### config.mk
export PLATFORM = sky130hd
export DESIGN_NAME = bulk_out_ep
export DESIGN_NICKNAME = d
export VERILOG_FILES = /design/src/rtl/bout_pkg.sv /design/src/rtl/bout_buf.sv /design/src/rtl/bout_rx_ctl.sv /design/src/rtl/bout_rd_ctl.sv /design/src/rtl/bulk_out_ep.sv
export SDC_FILE = /design/constraint.sdc
export NUM_CORES = 1
export LEC_CHECK = 0
export ABC_AREA = 0
export BUFFER_PORTS_ARGS = -buffer_cell sky130_fd_sc_hd__clkbuf_2
export CAP_MARGIN = 20
export CORE_ASPECT_RATIO = 1.25
export CORE_MARGIN = 1.5
export CORE_UTILIZATION = 25
export DETAILED_ROUTE_END_ITERATION = 10
export HOLD_SLACK_MARGIN = 0.05
export PLACE_DENSITY = 0.38
export RECOVER_POWER = 100
export SLEW_MARGIN = 20
export SYNTH_ARGS = -nofsm -noshare
export SYNTH_HDL_FRONTEND = slang
export SYNTH_HIERARCHICAL = 1
export SYNTH_SLANG_ARGS = --single-unit
### constraint.sdc
create_clock -name clk -period 3.3 [get_ports clk]
set_input_delay 0.33 -clock clk [delete_from_list [all_inputs] [get_ports clk]]
set_output_delay 0.33 -clock clk [all_outputs]
set_load 0.02 [all_outputs]
### src/rtl/bout_pkg.sv
package bout_pkg;
   localparam int STAT_SVC_BIT  = 0;
   localparam int STAT_DONE_BIT = 1;
   localparam int STAT_CNT_LSB  = 4;
endpackage

### src/rtl/bout_buf.sv
module bout_buf #(
   parameter int DEPTH = 64,
   parameter int DW    = 8,
   localparam int AW   = $clog2(DEPTH)
) (
   input  logic          clk,
   input  logic          wr_en,
   input  logic [AW-1:0] wr_addr,
   input  logic [DW-1:0] wr_data,
   input  logic [AW-1:0] rd_addr,
   output logic [DW-1:0] rd_data
);
   logic [DW-1:0] mem [DEPTH];

   always_ff @(posedge clk) begin
      if (wr_en) mem[wr_addr] <= wr_data;
   end

   assign rd_data = mem[rd_addr];
endmodule

### src/rtl/bout_rx_ctl.sv
module bout_rx_ctl #(
   parameter int MAX_PKT = 64,
   parameter int DW      = 8,
   localparam int CNT_W  = $clog2(MAX_PKT + 1),
   localparam int AW     = $clog2(MAX_PKT)
) (
   input  logic             clk,
   input  logic             rst_n,
   input  logic             tok,
   input  logic             rx_valid,
   input  logic [DW-1:0]    rx_byte,
   input  logic             rx_eop,
   input  logic             rx_good,
   input  logic             can_take,
   output logic             wr_en,
   output logic [AW-1:0]    wr_addr,
   output logic [DW-1:0]    wr_data,
   output logic             commit,
   output logic [CNT_W-1:0] commit_len,
   output logic             hs_valid,
   output logic             hs_ack
);
   logic             active_q, take_q, ovf_q, hs_v_q, hs_a_q;
   logic [CNT_W-1:0] cnt_q;
   logic             at_end, pkt_ok;

   assign at_end     = (cnt_q == CNT_W'(MAX_PKT));
   assign pkt_ok     = active_q & rx_eop & rx_good & ~ovf_q;
   assign commit     = pkt_ok & take_q;
   assign commit_len = cnt_q;
   assign wr_en      = active_q & take_q & rx_valid & ~at_end;
   assign wr_addr    = cnt_q[AW-1:0];
   assign wr_data    = rx_byte;
   assign hs_valid   = hs_v_q;
   assign hs_ack     = hs_a_q;

   always_ff @(posedge clk) begin
      if (!rst_n) begin
         active_q <= 1'b0;
         take_q   <= 1'b0;
         ovf_q    <= 1'b0;
         cnt_q    <= '0;
         hs_v_q   <= 1'b0;
         hs_a_q   <= 1'b0;
      end else begin
         hs_v_q <= pkt_ok;
         hs_a_q <= commit;
         if (tok) begin
            active_q <= 1'b1;
            take_q   <= can_take;
            ovf_q    <= 1'b0;
            cnt_q    <= '0;
         end else if (active_q) begin
            if (rx_eop) begin
               active_q <= 1'b0;
               take_q   <= 1'b0;
            end else if (rx_valid) begin
               if (at_end) ovf_q <= 1'b1;
               else        cnt_q <= cnt_q + 1'b1;
            end
         end
      end
   end
endmodule

### src/rtl/bout_rd_ctl.sv
module bout_rd_ctl #(
   parameter int MAX_PKT = 64,
   localparam int CNT_W  = $clog2(MAX_PKT + 1),
   localparam int AW     = $clog2(MAX_PKT)
) (
   input  logic             clk,
   input  logic             rst_n,
   input  logic             pop,
   input  logic             head_full,
   input  logic [CNT_W-1:0] head_len,
   output logic [AW-1:0]    rd_idx,
   output logic             release_buf
);
   logic [AW-1:0] idx_q;
   logic          last;

   assign last        = (head_len == '0) || ((CNT_W'(idx_q) + 1'b1) == head_len);
   assign release_buf = pop & head_full & last;
   assign rd_idx      = idx_q;

   always_ff @(posedge clk) begin
      if (!rst_n)                  idx_q <= '0;
      else if (pop && head_full)   idx_q <= last ? '0 : idx_q + 1'b1;
   end
endmodule

### src/rtl/bulk_out_ep.sv
module bulk_out_ep
   import bout_pkg::*;
#(
   parameter int MAX_PKT = 64,
   parameter int DW      = 8,
   parameter int CSR_W   = 16
) (
   input  logic             clk,
   input  logic             rst_n,
   input  logic             tok_out,
   input  logic             rx_valid,
   input  logic [DW-1:0]    rx_byte,
   input  logic             rx_eop,
   input  logic             rx_good,
   output logic             hs_valid,
   output logic             hs_ack,
   input  logic             csr_wr,
   input  logic [CSR_W-1:0] csr_wdata,
   output logic [CSR_W-1:0] csr_rdata,
   input  logic             rd_pop,
   output logic [DW-1:0]    rd_data,
   input  logic             irq_en,
   output logic             irq
);
   localparam int CNT_W = $clog2(MAX_PKT + 1);
   localparam int AW    = $clog2(MAX_PKT);
   localparam int NBUF  = 2;

   initial begin
      if (CSR_W < STAT_CNT_LSB + CNT_W) $error("CSR_W too narrow for count field");
      if (MAX_PKT < 2) $error("MAX_PKT must be at least 2");
   end

   logic [NBUF-1:0]  full_q;
   logic [CNT_W-1:0] len_q [NBUF];
   logic             wr_ptr_q, rd_ptr_q, rpc_q;

   logic             wr_en, commit, free_w;
   logic [AW-1:0]    wr_addr, rd_idx;
   logic [DW-1:0]    wr_data;
   logic [CNT_W-1:0] commit_len;
   logic [DW-1:0]    buf_rd [NBUF];

   logic unused_wdata;
   assign unused_wdata = ^{csr_wdata[CSR_W-1:STAT_DONE_BIT+1], csr_wdata[STAT_DONE_BIT-1:0]};

   bout_rx_ctl #(.MAX_PKT(MAX_PKT), .DW(DW)) u_rx (
      .clk(clk), .rst_n(rst_n), .tok(tok_out), .rx_valid(rx_valid),
      .rx_byte(rx_byte), .rx_eop(rx_eop), .rx_good(rx_good),
      .can_take(~full_q[wr_ptr_q]),
      .wr_en(wr_en), .wr_addr(wr_addr), .wr_data(wr_data),
      .commit(commit), .commit_len(commit_len),
      .hs_valid(hs_valid), .hs_ack(hs_ack)
   );

   bout_rd_ctl #(.MAX_PKT(MAX_PKT)) u_rd (
      .clk(clk), .rst_n(rst_n), .pop(rd_pop),
      .head_full(full_q[rd_ptr_q]), .head_len(len_q[rd_ptr_q]),
      .rd_idx(rd_idx), .release_buf(free_w)
   );

   for (genvar b = 0; b < NBUF; b++) begin : g_buf
      bout_buf #(.DEPTH(MAX_PKT), .DW(DW)) u_buf (
         .clk(clk),
         .wr_en(wr_en && (wr_ptr_q == 1'(b))),
         .wr_addr(wr_addr), .wr_data(wr_data),
         .rd_addr(rd_idx), .rd_data(buf_rd[b])
      );

      always_ff @(posedge clk) begin
         if (!rst_n) begin
            full_q[b] <= 1'b0;
            len_q[b]  <= '0;
         end else if (commit && wr_ptr_q == 1'(b)) begin
            full_q[b] <= 1'b1;
            len_q[b]  <= commit_len;
         end else if (free_w && rd_ptr_q == 1'(b)) begin
            full_q[b] <= 1'b0;
         end
      end
   end

   always_ff @(posedge clk) begin
      if (!rst_n) begin
         wr_ptr_q <= 1'b0;
         rd_ptr_q <= 1'b0;
         rpc_q    <= 1'b0;
      end else begin
         if (commit) wr_ptr_q <= ~wr_ptr_q;
         if (free_w) rd_ptr_q <= ~rd_ptr_q;
         if (commit)                                rpc_q <= 1'b1;
         else if (csr_wr && csr_wdata[STAT_DONE_BIT]) rpc_q <= 1'b0;
      end
   end

   assign rd_data = buf_rd[rd_ptr_q];
   assign irq     = rpc_q & irq_en;

   always_comb begin
      csr_rdata = '0;
      csr_rdata[STAT_SVC_BIT]  = |full_q;
      csr_rdata[STAT_DONE_BIT] = rpc_q;
      csr_rdata[STAT_CNT_LSB +: CNT_W] = full_q[rd_ptr_q] ? len_q[rd_ptr_q] : '0;
   end

   assert_done_set_R2: assert property (@(posedge clk) disable iff (!rst_n)
      commit |=> rpc_q);
   assert_done_hold_R5: assert property (@(posedge clk) disable iff (!rst_n)
      (rpc_q && !(csr_wr && csr_wdata[STAT_DONE_BIT])) |=> rpc_q);
   assert_commit_free_buf_R7: assert property (@(posedge clk) disable iff (!rst_n)
      commit |-> !full_q[wr_ptr_q]);
   assert_ack_only_stored_R4: assert property (@(posedge clk) disable iff (!rst_n)
      (hs_valid && hs_ack) |-> $past(commit));
   assert_svc_hold_R9: assert property (@(posedge clk) disable iff (!rst_n)
      ((|full_q) && !free_w) |=> (|full_q));
   assert_no_clash_R8: assert property (@(posedge clk) disable iff (!rst_n)
      !(commit && free_w && wr_ptr_q == rd_ptr_q));
endmodule

* Yosys cells after proc, flatten, opt, wreduce, memory -nomap -nowiden
Memory sizes are Yosys's and may differ from the RTL's. A register that Yosys moved wholly into a read port is not among the register bits.
Cells that the tools add are included.
** Storage, ports and cells
- Register bits after elaboration :: 23
- Memory bits (writable) :: 1038
- Bits of input ports :: 33
- Output and inout bits :: 27
- Logic and storage cells :: 103
- Memories :: 3
** Operators by class
- Add/sub/neg operators :: 3
- Magnitude comparators :: 3
- Equal/unequal tests :: 2
- Muxes and demuxes :: 40
- Bitwise logic cells :: 20
- Reduce and logical (&&, ||, !) cells :: 20
** Memory list
- g_buf[0].u_buf.mem :: words 64, bits a word 8, read ports 1, clocked after Yosys merged registers in 1, write ports 1, line bout_buf.sv:13 : logic [DW-1:0] mem [DEPTH];
- g_buf[1].u_buf.mem :: words 64, bits a word 8, read ports 1, clocked after Yosys merged registers in 1, write ports 1, line bout_buf.sv:13
- len_q :: words 2, bits a word 7, read ports 1, clocked after Yosys merged registers in 1, write ports 2, line bulk_out_ep.sv:35 : logic [CNT_W-1:0] len_q [NBUF];
** Operator list (count)
- $mux W6 :: 5
- $mux W1 :: 29
- $mux W8 :: 3
- $mux W7 :: 3
- $and A1 B1 Y1 :: 10
- $reduce_bool A2 Y1 :: 5
- $logic_and A1 B1 Y1 :: 8
- $reduce_and A4 Y1 :: 2
- $add A6 B1 Y7 const B :: 1
- $add A7 B1 Y7 const B :: 1
- $eq A7 B7 Y1 :: 1
- $eq A7 B7 Y1 const B :: 1
- $logic_not A7 Y1 :: 1
- $not A1 Y1 :: 7
- $add A6 B1 Y6 const B :: 1
- $lt A1 B2 Y1 const B :: 2
- $reduce_or A2 Y1 :: 2
- $ge A2 B2 Y1 const B :: 1
- $not A1 Y2 :: 1
- $or A1 B1 Y1 :: 2
- $reduce_and A2 Y1 :: 1
- $logic_or A1 B1 Y1 :: 1

* Logic depth before layout (Yosys ltp)
- Depth after elaboration :: 9
- Gate-level depth with buffers :: 11
- Gate-level depth less buffers :: 10

* Hierarchy
The synthesis kept the hierarchy.
** By module, submodules not included
- bout_buf :: instances 2, cells each 932, area each 20006.7 µm²
- bulk_out_ep :: instances 1, cells each 105, area each 1146.1 µm²
- bout_rx_ctl :: instances 1, cells each 79, area each 684.4 µm²
- bout_rd_ctl :: instances 1, cells each 65, area each 511.7 µm²

* Worst setup path before layout
OpenSTA, ideal clock, no wires.
- Path kind :: reg2out
- Start :: register, netlist name u_rd/rd_idx[0]
- End :: output rd_data[3]
- Arrival time :: 2429 ps
- Slack :: 541 ps
- Cell stages (with the launch flop) :: 8
- Buffers on the path :: 2
- Cell sequence :: dfxtp_1 buf_6 buf_4 mux4_2 mux4_2 o21ai_1 o41ai_1 mux2_2
** RTL lines
- end, declared :: line bulk_out_ep.sv:21 : output logic [DW-1:0] rd_data,

==> impl_results.md <==
* Failing checks: capacitance limit, slew limit, setup timing
* Final period utilization at 1.17
* Initial antenna violation count at 5
* Final hold slack at approximately 0.13 ns
* Max-cap violations at 10
* Mean Syn Cell Area at about 20 sq um
* Final Wtd Congestion at approximately 0.74
* Peak VDD IR at slightly below 500 uV
* First-pass GRT wire length at approximately 170000 um
* CTS root buf: clkbuf_16
* Slew @ Worst Pin at approximately 3.5 ns
* Synth async-reset ratio at 0
* GRT Overall Usage at 0.140
* Total global routing overflow at 0
* DR WL/cell at 25.3 um
* TritonCTS buffer count at roughly 110
* Final HPWL DP at ~79000 um
* Synth area leader: edfxtp_1
* Unique masters post-synth at 66
* Fmax at about 0.26 GHz
* Worst Setup End Kind: output pin
* Register area share after synthesis at 0.747
* Final Hold Viols at 0
* Clock Tree Buf Depth at 3
* RSZ-0062 raised after global routing: true
* Layout cells sized above 1 at 0.337
* Outcome: finished with violations
* Slew Limit Headroom at -1.31
* Initial Util at 0.252
* Vias in the first global route at between 20000 and 25000
* Drt initial violations at 1381
* Synth Instances at 2113
* Post-layout util at 0.307
* TritonCTS clock tree: yes
* Tot Pwr at ~28000 uW
* Post-layout instance area at 51600 sq um
* Post-synth EDFFs at between 1000 and 1500
* Post-synth top area share at 0.736
* Fillers at around 16000
* Req. time, crit path at approximately 3 ns
* Router iterations before antenna repair at 5
* Area of the mapped netlist at about 42000 sq um
* Clk_lat worst skew at roughly 0.73 ns
* Min-Delay Path Class: in2reg
* Post-Place Cell Area at 47200 sq um
* Worst-path clk slew at roughly 0.060 ns
* Slew Viols, Final at a little under 600
* Die Y at 463 um
* Worst EP arrival at 3.54 ns
* Fin crit period at about 3.9 ns
* Die area at ~170000 sq um
* ANT nets after route at 0
* Synth warn at 6
* Critical Path Source Type: flop
* Core box area at between 150000 and 200000 sq um
* PortBufs at 37
* Clock sink count at between 1000 and 1500
* H-tree levels at 3
* Clock skew at approximately 0.034 ns
* Worst Setup Path Type: reg2out
* Final #Nets at 2527
* Area growth, synth to finish at 21.8%
* Vias at around 22000
* Drt drc at 0
* Synth Flop Type: edfxtp_1
* Yosys reg bits at 1062
* Largest net degree at the start of global routing at 85
* Num ports at 60
* Final worst slack at -0.573 ns
* Pleak at 0.0158 uW
* Final WL at between 100000 and 150000 um
* Site row count at around 170
* Die Wd at between 300 and 400 um
* Drt via density at around 4.5
* # setup viols final at around 290
* Power Density at between 500 and 600 nW/um^2
* Worst-path fanout max at 8
* Top cells by area, synth: edfxtp_1 (74%), mux4_2 (13%), nor2_1 (1.7%)
[stage by stage]
stage / cells / setup WS, ns / setup TNS (ns)
floorplan: 2119 / 0.541 / 0
finish: 4793 / -0.573 / -36.44
global route: 4792 / -0.654 / -110.90
detailed placement: 4535 / -0.133 / -0.335
CTS: 4771 / -0.653 / -4.92
global placement: 4535 / -0.192 / -0.457
[cell usage after synthesis (5+ instances only)]
library cell  number
edfxtp_1        1038
mux4_2           252
nor2_1           188
nand2_1           70
mux2i_1           52
buf_4             49
nor2b_1           37
clkbuf_1          35
mux2_2            34
nand3_1           32
buf_2             25
dfxtp_1           24
nand2b_1          19
nor3_1            18
o221ai_1          16
o22ai_1           16
a21oi_1           14
a221oi_1          12
buf_6             10
inv_1              9
a211oi_1           8
a31oi_1            8
buf_1              8
nand3b_1           8
o21ai_0            8
a22oi_1            7
and2_1             7
o2111ai_1          7
nand4_1            6
nor4_1             6
o21a_1             6
o2bb2ai_1          6
ha_1               5
o21ai_1            5
[cells in the final DEF, fill, tap and decap left out, drive strengths merged, types with 8 or more instances in the layout]
| cell type | n |
|---|---|
| dfxtp | 24 |
| nand3 | 33 |
| a211oi | 8 |
| clkbuf | 245 |
| o22ai | 16 |
| bufinv | 11 |
| o221ai | 16 |
| nand2b | 19 |
| o21ai | 13 |
| a21oi | 14 |
| mux2 | 38 |
| nor2 | 188 |
| nor2b | 39 |
| inv | 14 |
| mux2i | 53 |
| a221oi | 12 |
| clkinv | 57 |
| nor3 | 18 |
| a31oi | 8 |
| nand2 | 71 |
| edfxtp | 1038 |
| buf | 266 |
| nand3b | 9 |
| mux4 | 252 |
[layout make-up]
class                   count  area, sq um  area share
diodes                      1         2.50   0.0000485
multi-input cells         917        10300       0.199
repair buffers            388         3240      0.0627
clock inverters            76          716      0.0139
well taps                2210         2770      0.0536
inverters                   9         33.8    0.000655
flip-flops and latches   1062        31700       0.614
clock buffers             130         2870      0.0556
[flip-flops by register name, indices dropped and copies added (netlist names), named ones only]
register,count
u_rx/active_q,1
u_rd/rd_idx,6
full_q,2
rd_ptr_q,1
rpc_q,1
u_rx/ovf_q,1
u_rx/hs_valid,1
wr_ptr_q,1
g_buf.u_buf/mem,1024
u_rx/commit_len,7
u_rx/take_q,1
len_q,14
u_rx/hs_ack,1
[layer usage]
metal  track usage  wire, um  up-vias
li1              -         -     9424
met1         0.170     48900    11631
met2         0.256     65000      423
met3        0.0161      4060      175
met4        0.0416      3260        2
met5             0        13        -
[timing repair]
item                                    4_1_cts  5_1_grt
pin swaps                                     1       14
gates resized for setup                      50       90
setup buffers                                21       21
hold buffers                                  7        0
gates cloned                                  2        4
endpoints found under the hold margin        13        0
endpoints found under the setup margin        9        8
[where the power goes]
| group | switching, uW | leakage (uW) | internal, uW |
|---|---|---|---|
| sequential | 41.9 | 0.00954 | 14800 |
| combinational | 708 | 0.00449 | 393 |
| clock | 5360 | 0.00175 | 7080 |
| total | 6110 | 0.0158 | 22300 |
[critical path, stage by stage, from the launching register on]
cell and delay [ns]:
dfxtp_4 0.38, buf_12 0.15, buf_12 0.15, buf_12 0.15, mux4_2 0.55, mux4_2 0.55, o21ai_4 0.22, o41ai_4 0.16
mux2_4 0.33, buf_6 0.14
[kinds of logic (layout without fill, tap and decap cells)]
kind of cell,count (synthesis),after routing,share of synthesized area
adder cells (fa/ha/maj),5,5,0.00148
flip-flops,1062,1062,0.747
XOR/XNOR,8,8,0.00165
buffers and inverters,140,603,0.0208
AND/OR/NAND/NOR,410,410,0.0454
AO/OA/AOI/OAI,144,144,0.0261
multiplexers,343,343,0.157
other,1,8,0.0000885
[worst paths after layout]
check,from,to,slack (ns),cells past startpoint
worst max register to register,u_rx/commit_len[1],g_buf[1].u_buf/mem[30][6],-0.29,4
worst min-delay path,rst_n,wr_ptr_q,0.13,2
worst max-delay path,u_rd/rd_idx[0],rd_data[5],-0.57,9
worst min register to register,u_rx/ovf_q,u_rx/ovf_q,0.49,2
(Power assumes the default switching activity.)
